===== src/rtl/srg_pkg.sv =====
package srg_pkg;
  localparam int unsigned SRG_REF_W  = 8;
  localparam int unsigned SRG_SMP_W  = 16;
  localparam int unsigned SRG_WORD_W = 32;
endpackage


===== src/rtl/srg_ref_window.sv =====
module srg_ref_window #(
  parameter int unsigned REF_W = 8
) (
  input  logic             clk,
  input  logic             rst_n,
  input  logic             tick_i,
  output logic             wrap_o,
  output logic [REF_W-1:0] cnt_o
);
  localparam logic [REF_W-1:0] LAST = {REF_W{1'b1}};

  function automatic logic fn_rolls(input logic [REF_W-1:0] c, input logic t);
    return t && (c == LAST);
  endfunction

  logic [REF_W-1:0] cnt_q;

  always_ff @(posedge clk or negedge rst_n) begin
    if (!rst_n)      cnt_q <= '0;
    else if (tick_i) cnt_q <= cnt_q + 1'b1;
  end

  assign wrap_o = fn_rolls(cnt_q, tick_i);
  assign cnt_o  = cnt_q;

  AST_REF_STEP: assert property (@(posedge clk) disable iff (!rst_n)
    tick_i |=> (cnt_q == REF_W'($past(cnt_q) + 1'b1)));
  AST_REF_HOLD: assert property (@(posedge clk) disable iff (!rst_n)
    !tick_i |=> $stable(cnt_q));
  AST_REF_WRAP_ZERO: assert property (@(posedge clk) disable iff (!rst_n)
    wrap_o |=> (cnt_q == '0));
endmodule


===== src/rtl/srg_sample_count.sv =====
module srg_sample_count #(
  parameter int unsigned SMP_W = 16
) (
  input  logic             clk,
  input  logic             rst_n,
  input  logic             inc_i,
  output logic [SMP_W-1:0] cnt_o,
  output logic [SMP_W-1:0] next_o
);
  function automatic logic [SMP_W-1:0] fn_advance(input logic [SMP_W-1:0] c, input logic e);
    return c + {{(SMP_W-1){1'b0}}, e};
  endfunction

  logic [SMP_W-1:0] cnt_q;

  assign next_o = fn_advance(cnt_q, inc_i);
  assign cnt_o  = cnt_q;

  always_ff @(posedge clk or negedge rst_n) begin
    if (!rst_n) cnt_q <= '0;
    else        cnt_q <= next_o;
  end

  AST_SMP_HOLD: assert property (@(posedge clk) disable iff (!rst_n)
    !inc_i |=> $stable(cnt_q));
  AST_SMP_STEP: assert property (@(posedge clk) disable iff (!rst_n)
    inc_i |=> (cnt_q != $past(cnt_q)));
endmodule


===== src/rtl/srg_snapshot.sv =====
module srg_snapshot #(
  parameter int unsigned SMP_W = 16
) (
  input  logic             clk,
  input  logic             rst_n,
  input  logic             load_i,
  input  logic [SMP_W-1:0] value_i,
  output logic [SMP_W-1:0] snap_o,
  output logic             valid_o
);
  logic [SMP_W-1:0] snap_q;
  logic             valid_q;

  always_ff @(posedge clk or negedge rst_n) begin
    if (!rst_n) begin
      snap_q  <= '0;
      valid_q <= 1'b0;
    end else begin
      valid_q <= load_i;
      if (load_i) snap_q <= value_i;
    end
  end

  assign snap_o  = snap_q;
  assign valid_o = valid_q;

  AST_SNAP_KEEP: assert property (@(posedge clk) disable iff (!rst_n)
    !load_i |=> $stable(snap_q));
  AST_VALID_SINGLE: assert property (@(posedge clk) disable iff (!rst_n)
    valid_q |=> !valid_q);
endmodule


===== src/rtl/srg_top.sv =====
module srg_top
  import srg_pkg::*;
#(
  parameter int unsigned REF_W  = SRG_REF_W,
  parameter int unsigned SMP_W  = SRG_SMP_W,
  parameter int unsigned WORD_W = SRG_WORD_W
) (
  input  logic              clk,
  input  logic              rst_n,
  input  logic              ref_tick_i,
  input  logic              smp_tick_i,
  input  logic              rd_en_i,
  output logic [WORD_W-1:0] rd_data_o,
  output logic              snap_valid_o
);
  localparam int unsigned PAD_W = WORD_W - SMP_W;

  logic             ev_wrap;
  logic [REF_W-1:0] ref_cnt;
  logic [SMP_W-1:0] smp_cnt;
  logic [SMP_W-1:0] smp_next;
  logic [SMP_W-1:0] snap_val;

  srg_ref_window #(.REF_W(REF_W)) u_ref (
    .clk(clk), .rst_n(rst_n), .tick_i(ref_tick_i),
    .wrap_o(ev_wrap), .cnt_o(ref_cnt)
  );

  srg_sample_count #(.SMP_W(SMP_W)) u_smp (
    .clk(clk), .rst_n(rst_n), .inc_i(smp_tick_i),
    .cnt_o(smp_cnt), .next_o(smp_next)
  );

  srg_snapshot #(.SMP_W(SMP_W)) u_snap (
    .clk(clk), .rst_n(rst_n), .load_i(ev_wrap), .value_i(smp_next),
    .snap_o(snap_val), .valid_o(snap_valid_o)
  );

  generate
    if (PAD_W > 0) begin : g_pad
      assign rd_data_o = rd_en_i ? {{PAD_W{1'b0}}, snap_val} : '0;
    end else begin : g_nopad
      assign rd_data_o = rd_en_i ? snap_val[WORD_W-1:0] : '0;
    end
  endgenerate

  AST_CAPTURE_MATCH: assert property (@(posedge clk) disable iff (!rst_n)
    ev_wrap |=> (snap_val == smp_cnt));
  AST_VALID_ON_WRAP: assert property (@(posedge clk) disable iff (!rst_n)
    ev_wrap |=> snap_valid_o);
  AST_NO_STRAY_VALID: assert property (@(posedge clk) disable iff (!rst_n)
    !ev_wrap |=> !snap_valid_o);
  always_comb begin
    if (rst_n && !rd_en_i) AST_READ_IDLE_ZERO: assert (rd_data_o == '0);
  end
endmodule


===== config.mk =====
export PLATFORM = sky130hd
export DESIGN_NAME = srg_top
export DESIGN_NICKNAME = d
export VERILOG_FILES = /design/src/rtl/srg_pkg.sv /design/src/rtl/srg_ref_window.sv /design/src/rtl/srg_sample_count.sv /design/src/rtl/srg_snapshot.sv /design/src/rtl/srg_top.sv
export SDC_FILE = /design/constraint.sdc
export NUM_CORES = 1
export LEC_CHECK = 0
export ABC_AREA = 1
export BUFFER_PORTS_ARGS = -buffer_cell sky130_fd_sc_hd__buf_2
export CORE_MARGIN = 2
export CORE_UTILIZATION = 50
export CTS_CLUSTER_SIZE = 40
export DETAILED_ROUTE_END_ITERATION = 8
export GPL_TIMING_DRIVEN = 0
export PLACE_DENSITY_LB_ADDON = 0.05
export SYNTH_ARGS = -nofsm -noshare
export SYNTH_HDL_FRONTEND = slang
export SYNTH_HIERARCHICAL = 1
export SYNTH_SLANG_ARGS = --single-unit
export TNS_END_PERCENT = 100

===== constraint.sdc =====
create_clock -name clk -period 1.55 [get_ports clk]
set_input_delay 0.3875 -clock clk [delete_from_list [all_inputs] [get_ports clk]]
set_output_delay 0.3875 -clock clk [all_outputs]
set_load 0.005 [all_outputs]

==> metrics.md <==
| Metric | Value |
|---|---|
| Status | `completed` |
| CTS clk-pin slew, worst paths | `0.08 ns` |
| Pleak | `1.52 nW` |
| Mean Syn Cell Area | `8.59 um^2` |
| Pin count of the biggest net entering global routing | `42` |
| Vias in the first global route | `1491` |
| I/O pin count | `38` |
| Routed Antenna Nets | `0` |
| Die Wd | `69.8 um` |
| Tot GR Track Use | `between 10% and 20%` |
| Routed WL | `3750 um` |
| Post-synthesis cell area | `2170 um^2` |
| Worst skew pair latency | `between 0.2 and 0.3 ns` |
| Sequential area share after synthesis | `47.4%` |
| Netlist cell types | `23` |
| Grt ovf | `0` |
| Mean number of vias per cell | `4.44` |
| Hpwl dp | `2580 um` |
| CP required | `1.78 ns` |
| Tmin final | `1.47 ns` |
| WP data arrival | `1.70 ns` |
| Final Util | `64.0%` |
| Max-slew violations | `0` |
| Layout area overhead | `20.8%` |
| Crit path kind | `flip-flop to flip-flop` |
| Worst path cell trace | `ha_2 > nand2_4 > nor2_4 > nand4_1 > nor2_2 > buf_6 > clkbuf_16 > nand2_1 > nand2_1` |
| Clock root buffer | `clkbuf_8` |
| CP startpoint | `u_ref/cnt_o[0]$_DFFE_PN0P_` |
| DR vias | `1567` |
| Slew margin rel. | `40.4%` |
| Max-cap viol count | `0` |
| Setup crit end kind | `flip-flop` |
| Fin nets | `311` |
| CTS buffer count | `5` |
| Clock sink count | `41` |
| Power Total | `2.87 mW` |
| Antenna Cells | `0` |
| Crit path max fanout | `5` |
| Site Rows | `23` |
| Worst R2R Path Depth | `9` |
| Core area | `4090 um^2` |
| Slack of the critical path | `0.0803 ns` |
| Syn. warnings | `6` |
| Ratio of cells with drive above 1 in the final layout | `around a third` |
| DRT iter0 DRCs | `87` |
| Placement Setup Slack | `-0.0872 ns` |
| PortBufs | `20` |
| CTS H-tree depth | `2` |
| Final setup fails | `0` |
| Wirelength per Cell | `approximately 11 um` |
| Measured slew at the worst slew-check pin | `0.895 ns` |
| RR Startpoint | `u_ref/cnt_o[0]$_DFFE_PN0P_` |
| Setup Skew | `0.00806 ns` |
| Pwr Density | `approximately 1100 nW/um^2` |
| Slowest cell on the critical path | `dfrtp_1` |
| Max Root-Sink Buffers | `2` |
| Max Clock Freq | `0.680 GHz` |
| First drt pass iteration count | `4` |
| CP max stage delay | `~0.37 ns` |
| Layout fillers | `368` |
| CTS tree | `yes` |
| Period utilization | `94.8%` |
| Hold Crit Class | `primary input to async pin` |
| First-pass GRT wire length | `6460 um` |
| Final GP Congestion | `between 0.8 and 0.9` |
| Drt drc | `0` |
| Hold buffers post-CTS | `0` |
| Initial Utilization | `53.0%` |
| Die Height | `between 60 and 70 um` |
| CP Launch Type | `flip-flop` |
| Die area | `a little under 5000 um^2` |
| RSZ-0062 raised after global routing | `yes` |
| Post-Syn Instances | `252` |
| Yosys reg bits | `41` |
| Final hold violation count | `0` |
| Initial antenna violation count | `0` |
| Most used cell, CP | `nand2_1` |
| Max VDD drop | `0.000742 V` |
[placed cells by master (no fill, tap or decap)]
cell,n
clkinv_2,1
clkbuf_8,7
nand2_1,79
clkbuf_16,1
buf_12,1
o21ai_1,2
nand2_4,2
conb_1,16
nor2_4,5
inv_8,1
mux2_2,1
buf_8,1
nor2_2,4
buf_6,3
nor2_1,8
ha_4,1
nand3_4,1
dfrtp_1,41
buf_2,21
nand4_1,7
xor2_1,8
ha_2,2
nand3_1,8
inv_1,31
buf_4,23
nand2_2,22
inv_2,1
xnor2_1,4
ha_1,1
[synthesized netlist by cell type]
library cell	n	share of area (%)
nand2_1	86	15
dfrtp_1	41	47
inv_1	31	5.4
buf_4	16	5.5
nand2_2	16	4.6
nor2_1	9	1.6
nand3_1	8	1.8
xor2_1	8	3.2
nand4_1	7	2.0
ha_1	4	2.3
nor2_2	4	1.2
nor2_4	4	2.1
xnor2_1	4	1.6
buf_6	3	1.6
buf_12	2	1.8
o21ai_1	2	0.46
buf_2	1	0.23
conb_1	1	0.17
inv_2	1	0.17
inv_6	1	0.40
mux2_2	1	0.52
nand2_4	1	0.52
nand3_2	1	0.46
[cells by family (layout without fill, tap and decap cells)]
| family | after synthesis | count (layout) | synth area share, % |
|---|---|---|---|
| AND/OR/NAND/NOR | 136 | 136 | 29.2 |
| adder cells (fa/ha/maj) | 4 | 4 | 2.31 |
| flip-flops | 41 | 41 | 47.4 |
| other | 1 | 16 | 0.173 |
| multiplexers | 1 | 1 | 0.520 |
| AO/OA/AOI/OAI | 2 | 2 | 0.462 |
| buffers and inverters | 55 | 91 | 15.1 |
| XOR/XNOR | 12 | 12 | 4.85 |
[report_power, final]
part	switching, mW	internal [mW]	total [mW]
Clock	0.360	0.402	0.763
Sequential	0.178	1.25	1.43
Combinational	0.367	0.304	0.671
Total	0.906	1.96	2.87
[what timing repair did]
action,in CTS,in global routing
gates cloned,0,1
pin swaps,4,10
endpoints found under the setup margin,11,16
resized for setup,4,14
setup buffers,7,1
[metrics by stage]
stage | instances | instance area (um^2) | TNS (ns) | hold slack [ns]
floorplan | 267 | 2220 | 0 | 0.0919
global placement | 337 | 2380 | -0.585 | 0.454
detailed placement | 337 | 2380 | -0.715 | 0.459
CTS | 351 | 2530 | 0 | 0.243
global route | 353 | 2620 | -0.207 | 0.301
finish | 353 | 2620 | 0 | 0.220
[state kept, by name (all words and copies together) (netlist names)]
| name | flops |
|---|---|
| u_smp/cnt_o | 16 |
| u_snap/valid_o | 1 |
| u_snap/snap_o | 16 |
| u_ref/cnt_o | 8 |
[path summary, 6_finish.rpt]
kind / end / slack, ns
worst max-delay path: u_snap/snap_o[4]$_DFFE_PN0P_ / 0.08
worst min-delay path: u_snap/snap_o[9]$_DFFE_PN0P_ / 0.22
worst max register to register: u_snap/snap_o[4]$_DFFE_PN0P_ / 0.08
worst min register to register: u_snap/snap_o[8]$_DFFE_PN0P_ / 0.47
max in group asynchronous: u_snap/snap_o[4]$_DFFE_PN0P_ / 0.77
min in group clk: u_ref/cnt_o[0]$_DFFE_PN0P_ / 0.36
[final cells by class]
type	count	area, um^2	area share (%)
multi-input combinational	171	923	35.3
inverter	33	131	5.02
tap	50	62.6	2.39
clock inverter	1	5.00	0.191
buffer	21	183	6.98
sequential	41	1030	39.2
clock buffer	7	96.3	3.68
timing repair buffer	29	189	7.22
[per-layer routing]
metal	wire (um)	global-route usage, %	up-vias	share of wire (%)
met2	1830	26.1	28	49
li1	-	-	822	-
met5	0	0	-	0
met1	1720	21.2	712	46
met4	54	7.48	0	1.4
met3	141	5.23	5	3.8
[critical path: cells and delay by family (launching register included)]
family        cells  cell delay, ns
flops             1            0.37
fa+ha+maj         1            0.20
buf+inv           2            0.32
simple gates      6            0.52
Power figures use the tool's default switching activity.
